<file path="config.mk">
export PLATFORM = sky130hd
export DESIGN_NAME = i2ccd_top
export DESIGN_NICKNAME = d
export VERILOG_FILES = /design/src/rtl/i2ccd_pkg.sv /design/src/rtl/i2ccd_sync.sv /design/src/rtl/i2ccd_cond.sv /design/src/rtl/i2ccd_pinirq.sv /design/src/rtl/i2ccd_top.sv
export SDC_FILE = /design/constraint.sdc
export NUM_CORES = 1
export LEC_CHECK = 0
export BUFFER_PORTS_ARGS = -buffer_cell sky130_fd_sc_hd__buf_2
export CELL_PAD_IN_SITES_DETAIL_PLACEMENT = 1
export CELL_PAD_IN_SITES_GLOBAL_PLACEMENT = 1
export CORE_MARGIN = 2
export CORE_UTILIZATION = 47
export CTS_CLUSTER_DIAMETER = 100
export CTS_CLUSTER_SIZE = 12
export DETAILED_ROUTE_END_ITERATION = 6
export PLACE_DENSITY_LB_ADDON = 0.1
export SLEW_MARGIN = 20
export SYNTH_ARGS = -nofsm -noshare
export SYNTH_HDL_FRONTEND = slang
export SYNTH_SLANG_ARGS = --single-unit
</file>
<file path="constraint.sdc">
create_clock -name clk -period 6 [get_ports clk]
set_clock_uncertainty 0.2 [all_clocks]
set_input_delay 0.6 -clock clk [delete_from_list [all_inputs] [get_ports clk]]
set_output_delay 0.6 -clock clk [all_outputs]
set_load 0.02 [all_outputs]
</file>
<file path="src/rtl/i2ccd_pkg.sv">
package i2ccd_pkg;

    localparam int CFG_W       = 5;
    localparam int SYNC_STAGES = 2;

    typedef logic [CFG_W-1:0] win_t;

    typedef struct packed {
        win_t hcnt;
        logic pend;
        win_t acnt;
        logic sda_p;
        logic start;
        logic stop;
        logic busy;
    } cond_st_t;

    typedef struct packed {
        logic vsrc;
        logic irq;
    } irq_st_t;

endpackage

</file>
<file path="src/rtl/i2ccd_sync.sv">
module i2ccd_sync #(
    parameter int         W       = 2,
    parameter int         STAGES  = 2,
    parameter logic [W-1:0] RST_VAL = '1
) (
    input  logic         clk,
    input  logic         rst_n,
    input  logic [W-1:0] din,
    output logic [W-1:0] dout
);
    logic [STAGES-1:0][W-1:0] stg_d, stg_q;

    always_comb begin
        stg_d = {stg_q[STAGES-2:0], din};
    end

    always_ff @(posedge clk or negedge rst_n) begin
        if (!rst_n) stg_q <= {STAGES{RST_VAL}};
        else        stg_q <= stg_d;
    end

    assign dout = stg_q[STAGES-1];
endmodule

</file>
<file path="src/rtl/i2ccd_cond.sv">
module i2ccd_cond
    import i2ccd_pkg::*;
(
    input  logic clk,
    input  logic rst_n,
    input  logic enable,
    input  logic active,
    input  win_t win,
    input  logic scl,
    input  logic sda,
    output logic start_pulse,
    output logic stop_pulse,
    output logic busy
);
    localparam win_t HMAX = '1;

    cond_st_t q, n;
    logic fall, rise, pre_ok;
    win_t acnt_inc;

    always_comb begin
        n        = q;
        n.start  = 1'b0;
        n.stop   = 1'b0;
        n.sda_p  = sda;
        fall     = q.sda_p & ~sda;
        rise     = ~q.sda_p & sda;
        pre_ok   = scl && (q.hcnt >= win);
        acnt_inc = q.acnt + 1'b1;

        if (!scl)             n.hcnt = '0;
        else if (q.hcnt != HMAX) n.hcnt = q.hcnt + 1'b1;

        if (!active) begin
            n.pend = 1'b0;
            n.acnt = '0;
        end else if (q.pend) begin
            if (!scl || rise) begin
                n.pend = 1'b0;
                n.acnt = '0;
            end else if (acnt_inc == win) begin
                n.start = 1'b1;
                n.pend  = 1'b0;
                n.acnt  = '0;
            end else begin
                n.acnt = acnt_inc;
            end
        end else if (fall && pre_ok) begin
            n.pend = 1'b1;
            n.acnt = '0;
        end

        if (active && rise && pre_ok) n.stop = 1'b1;

        n.busy = enable & (q.start | (q.busy & ~q.stop));
    end

    always_ff @(posedge clk or negedge rst_n) begin
        if (!rst_n) begin
            q       <= '0;
            q.sda_p <= 1'b1;
        end else begin
            q <= n;
        end
    end

    assign start_pulse = q.start;
    assign stop_pulse  = q.stop;
    assign busy        = q.busy;
endmodule

</file>
<file path="src/rtl/i2ccd_pinirq.sv">
module i2ccd_pinirq
    import i2ccd_pkg::*;
(
    input  logic clk,
    input  logic rst_n,
    input  logic enable,
    input  logic sel_sda,
    input  logic pol_rise,
    input  logic clr,
    input  logic scl,
    input  logic sda,
    output logic irq
);
    irq_st_t q, n;
    logic src, hit;

    always_comb begin
        n      = q;
        src    = enable & (sel_sda ? sda : scl);
        n.vsrc = pol_rise ? src : ~src;
        hit    = n.vsrc & ~q.vsrc;
        n.irq  = hit | (q.irq & ~clr);
    end

    always_ff @(posedge clk or negedge rst_n) begin
        if (!rst_n) q <= '0;
        else        q <= n;
    end

    assign irq = q.irq;
endmodule

</file>
<file path="src/rtl/i2ccd_top.sv">
module i2ccd_top
    import i2ccd_pkg::*;
(
    input  logic             clk,
    input  logic             rst_n,
    input  logic             enable,
    input  logic [CFG_W-1:0] win_cfg,
    input  logic             irq_sel_sda,
    input  logic             irq_pol_rise,
    input  logic             irq_clr,
    input  logic             scl_in,
    input  logic             sda_in,
    output logic             start_pulse,
    output logic             stop_pulse,
    output logic             busy,
    output logic             cfg_err,
    output logic             pin_irq
);
    logic [1:0] lines_s;
    logic       scl_s, sda_s, win_ok;

    i2ccd_sync #(.W(2), .STAGES(SYNC_STAGES), .RST_VAL(2'b11)) u_sync (
        .clk  (clk),
        .rst_n(rst_n),
        .din  ({scl_in, sda_in}),
        .dout (lines_s)
    );

    assign scl_s  = lines_s[1];
    assign sda_s  = lines_s[0];
    assign win_ok = (win_cfg != '0) && !win_cfg[0];
    assign cfg_err = !win_ok;

    i2ccd_cond u_cond (
        .clk        (clk),
        .rst_n      (rst_n),
        .enable     (enable),
        .active     (enable & win_ok),
        .win        (win_cfg),
        .scl        (scl_s),
        .sda        (sda_s),
        .start_pulse(start_pulse),
        .stop_pulse (stop_pulse),
        .busy       (busy)
    );

    i2ccd_pinirq u_irq (
        .clk     (clk),
        .rst_n   (rst_n),
        .enable  (enable),
        .sel_sda (irq_sel_sda),
        .pol_rise(irq_pol_rise),
        .clr     (irq_clr),
        .scl     (scl_s),
        .sda     (sda_s),
        .irq     (pin_irq)
    );
endmodule

</file>
### After elaboration in Yosys (flattened, before gate mapping)

Cells that the tools add are included.

| word-level totals | value |
|---|---|
| flip-flop bits (word level) | 21 |
| bits in latches | 0 |
| RAM bits | 0 |
| bits in read-only memories | 0 |
| input bits | 13 |
| output and inout bits | 5 |
| memories | 0 |

| cells by class | value |
|---|---|
| add/sub/neg operators | 2 |
| $mul | 0 |
| div/mod/pow operators | 0 |
| order comparisons | 1 |
| equality and inequality tests | 4 |
| shift-type cells | 0 |
| muxes and demuxes | 15 |
| bitwise logic cells | 16 |
| reduce and logical (&&, ||, !) cells | 10 |

Operators with widths:

| cell | number |
|---|---|
| $mux 6 | 4 |
| $mux 5 | 3 |
| $add 5x1->5 const B | 2 |
| $and 1x1->1 | 8 |
| $mux 1 | 8 |
| $not 1->1 | 6 |
| $eq 5x5->1 | 1 |
| $ge 5x5->1 | 1 |
| $logic_and 1x1->1 | 5 |
| $ne 5x5->1 const B | 1 |
| $reduce_bool 5->1 | 1 |
| $logic_not 1->1 | 3 |
| $ne 3x3->1 const B | 1 |
| $ne 2x1->1 const B | 1 |
| $or 1x1->1 | 2 |
| $logic_or 1x1->1 | 1 |

### Longest topological paths before layout

| logic depth | value |
|---|---|
| depth after elaboration | 6 |
| depth in mapped cells | 7 |

### Cells and area by module

From an unflattened synthesis, not the netlist that was laid out.

| second synthesis, totals | value |
|---|---|
| cells, all modules | 101 |
| area total of the unflattened synthesis | 1,149.9 µm² |

By module, submodules not included:

| module | times used | cells each | area an instance (µm²) | seq. area each (µm²) |
|---|---|---|---|---|
| i2ccd_cond | 1 | 85 | 909.6 | 376.6 |
| i2ccd_pinirq | 1 | 9 | 108.9 | 50.0 |
| i2ccd_sync | 1 | 4 | 105.1 | 105.1 |
| i2ccd_top | 1 | 3 | 26.3 | 0.0 |

### Worst setup path after synthesis

No wires, ideal clock.

| timing | value |
|---|---|
| path kind | input -> register |
| start point | in win_cfg[4] |
| end point | reg u_cond.q[7] in the netlist's numbering |
| setup time | 0.144 ns |
| arrival time | 1.652 ns |
| slack | 4.004 ns |
| stages | 6 |
| buffers on the path | 0 |
| cell sequence | inv_1 ha_1 nand2_1 or2_1 o21ai_0 o221ai_2 |

| between the ends | value |
|---|---|
| cells in the longest elaborated chain, start to end | 5 |

RTL lines:

| element | RTL line | source |
|---|---|---|
| from (decl) | i2ccd_top.sv:7 | `input logic [CFG_W-1:0] win_cfg,` |
| parallel branches: the longest is 5 deep, another holds $ge 5x5->1 | - |  |
| to (signal assigned) | i2ccd_cond.sv:63 | `q <= n;` |
| to (decl) | i2ccd_cond.sv:17 | `cond_st_t q, n;` |

Several ways; the timed one is not identified.
A chain may end at the register's enable or synchronous reset.

### Final worst setup path

| timing | value |
|---|---|
| start point | in win_cfg[4] |
| end point | out cfg_err |

| between the ends | value |
|---|---|
| cells in the longest elaborated chain, start to end | 3 |

RTL lines:

| element | RTL line | source |
|---|---|---|
| $reduce_bool 5->1 | i2ccd_top.sv:31 | `assign win_ok = (win_cfg != '0) && !win_cfg[0];` |
| $logic_and 1x1->1 | i2ccd_top.sv:31 |  |
| $logic_not 1->1 | i2ccd_top.sv:32 | `assign cfg_err = !win_ok;` |
| to (decl) | i2ccd_top.sv:16 | `output logic cfg_err,` |

No other way between the ends.

==> results by group <==
Min path
  • Hold Path Class: input pin to async pin

Route
  • WL final: 2440 um
  • Final antenna-violating net count: 0
  • DR vias/cell: 5.40
  • DRC viols: 0
  • 1st-iter DRT viols: 7
  • Detailed-route wire length per cell: 15.2 um
  • DR pass1 iterations: 4
  • DR vias: 864

Clocking
  • # hold bufs at CTS: 0
  • # clock sinks: 21
  • Clk_lat worst skew: 310 ps
  • # resized after CTS: 0
  • TritonCTS clock tree: done
  • Clk root buf: clkbuf_4
  • CTS Buffer Depth: 2
  • TritonCTS Buffers: 3
  • CTS clk-pin slew, worst paths: 120 ps
  • CTS H-Tree Depth: 1
  • Post-CTS setup buffer count: 0

Synth
  • Synth Flop Type: dfrtp_1
  • Main combinational cell family by area after synthesis: simple AND/OR/NAND/NOR gates
  • Synth Area in Simple Gates: 21.1%
  • Async SR Flop Fraction: 100%
  • Post-synthesis mux area share: 3.47%
  • Unique masters post-synth: 39
  • Yosys top cell area share: 33.6%
  • Complex-gate fraction of the synthesized area: 12.1%
  • Netlist area before placement: 1190 um2
  • Synth Register Bits: 21
  • Most instantiated cells after synthesis: 16 x dfrtp_1, 10 x inv_1, 8 x ha_1
  • Syn_nets: 131
  • Post-Synthesis Mean Instance Area: 10.8 um2
  • Seq/Total Area, Yosys: 44.7%
  • Synthesis Warnings: 0
  • Count leader, synth: dfrtp_1
  • Post-Synth XOR/XNOR Area: 6.62%
  • Largest area contributor in the netlist: dfrtp_1
  • Adder-cell area share of the yosys netlist: 8.41%
  • Gate Count Post-Synth: 110
  • Post-synth EDFFs: 0
  • Top post-synthesis cells by area: dfrtp_1 34%, dfstp_2 11%, ha_1 8.4%

Pwr
  • Worst vdd ir: 0.167 mV
  • Pwr Density: 190 nW/um2
  • Leakage Power: 0.000627 uW

Timing
  • Final hold viol count: 0
  • Slew HR: 57.5%
  • Max-slew violations: 0
  • Fmax: 458 MHz
  • # setup viols final: 0
  • Unrepaired setup endpoints after global routing: false
  • Setup TNS: 0 ps
  • PnR worst setup slack: 3820 ps
  • Final Critical Period: 2180 ps
  • Worst-margin pin slew: 631 ps
  • Part of the cycle the worst path needs: 36.4%

Die
  • Core area: 2430 um2
  • Die area: 2950 um2
  • I/O pin total: 18
  • # rows: 18
  • Die width: 54.3 um
  • Initial core utilization: 48.9%
  • Die height: 54.3 um

Finish
  • Final #Nets: 152
  • Area Overhead vs Synth: 12.2%
  • Antenna diodes: 0
  • Layout fillers: 293
  • Share of cells above drive strength 1: 27.7%
  • Register Area: 532 um2
  • Multi-input gate area: 616 um2
  • Fin area: 1340 um2

Placed design
  • Worst slack, placed: 3530 ps
  • HPWL Detailed: 2070 um
  • Port Buffers: 17
  • Placed cell area: 1310 um2
  • GPL Wtd Cong: 0.693

Global route
  • Global-route wire length before repair: 4020 um
  • Vias in the first global route: 871
  • Initial antenna violation count: 0
  • Largest net degree at the start of global routing: 22
  • Gr ovfl total: 0
  • Gr usage total: 19.4%

Worst setup path
  • Worst path cell trace: buf_2, nor4_2, or2_2, buf_2
  • Arrival time at the worst endpoint: 1380 ps
  • CP max stage delay: 330 ps
  • Critical path class: input pin to primary output
  • Slowest CP cell: nor4_2
  • Required @ worst endpoint: 5200 ps
  • Buf+Inv Stages, Crit Path: 2
  • Crit Path Max Fanout: 3
  • Crit path top cell by count: buf_2
  • CP delay by family, top: simple AND/OR/NAND/NOR gates
  • Startpoint types: input pin
  • CP Capture Type: primary output

Outcome
  • Outcome: finished clean

Job
  • Max Cap Viol: 0
## per-stage QoR
step	hold slack [ps]	power [uW]	util [%]	cells
finish	13.4	254	54.9	160
global route	51.1	268	54.9	160
CTS	40.5	259	54.9	160
detailed placement	148	189	53.8	156
global placement	146	187	53.8	156
floorplan	104	174	-	110
## power by group
group | switching (uW) | internal, uW
Combinational | 18.6 | 14.8
Sequential | 4.03 | 148
Clock | 43.4 | 24.8
Total | 66.0 | 188
## worst register-to-register path, stage by stage (launching register included)
cell and delay (ps):
dfrtp_1 460, ha_1 290, nor2b_2 180, o32a_1 360
o2111ai_4 290, o211ai_1 170, o21ai_0 130
## logic make-up (layout without fill, tap and decap cells)
logic type | count (synthesis) | count (layout)
AND/OR/NAND/NOR | 39 | 39
flip-flops | 21 | 21
AO/OA/AOI/OAI | 18 | 18
buffers and inverters | 11 | 31
XOR/XNOR | 9 | 9
adder cells (fa/ha/maj) | 8 | 8
multiplexers | 4 | 4
## cells in the final DEF (no fill, tap or decap), types with 2 or more instances in the layout
cell,netlist,layout
buf_2,1,17
dfrtp_1,16,16
inv_1,10,10
ha_1,8,8
o21ai_0,6,6
xnor2_1,6,6
nand2b_1,5,5
dfstp_2,5,5
nand2_1,4,4
nor2b_1,4,4
nand3_1,4,4
nor2_1,4,4
and2_1,4,4
xor2_1,3,3
mux2i_1,3,3
clkbuf_4,0,3
a21oi_1,2,2
o21a_1,2,2
o211ai_1,2,2
## final timing paths
kind                                      start              end  slack, ps  cells after the start
worst max-delay path                 win_cfg[4]          cfg_err       3820                      4
worst min-delay path                      rst_n      u_cond.q[6]         10                      1
worst max register to register      u_cond.q[4]      u_cond.q[6]       3840                      6
worst min register to register  u_sync.stg_d[3]   u_sync.dout[1]        160                      0
max in group asynchronous                 rst_n  u_sync.stg_d[2]       5230                      1
min in group clk                u_sync.stg_d[3]   u_sync.dout[1]        160                      0
## layer usage
metal  up-vias  part of all wire [%]  global-route usage (%)
met5         -                     0                       0
met2        16                    56                    36.7
met3         6                   2.4                    4.10
met4         0                   1.4                    6.67
li1        418                     -                       -
met1       424                    40                    21.0
## area by class of cell
cell class,count,share of cell area [%]
clock buffer,3,1.69
sequential,21,39.8
tap,30,2.81
multi-input combinational,78,46.1
inverter,10,2.81
timing repair buffer,17,6.37
clock inverter,1,0.375
## sequential cells by signal, indices dropped and copies added, names as in the netlist
signal and flops:
u_sync.stg_d 2, u_cond.start_pulse 1, u_cond.q 12, u_sync.dout 2, u_irq.q 1, u_cond.stop_pulse 1, u_irq.irq 1, u_cond.busy 1
(Power assumes the default switching activity.)
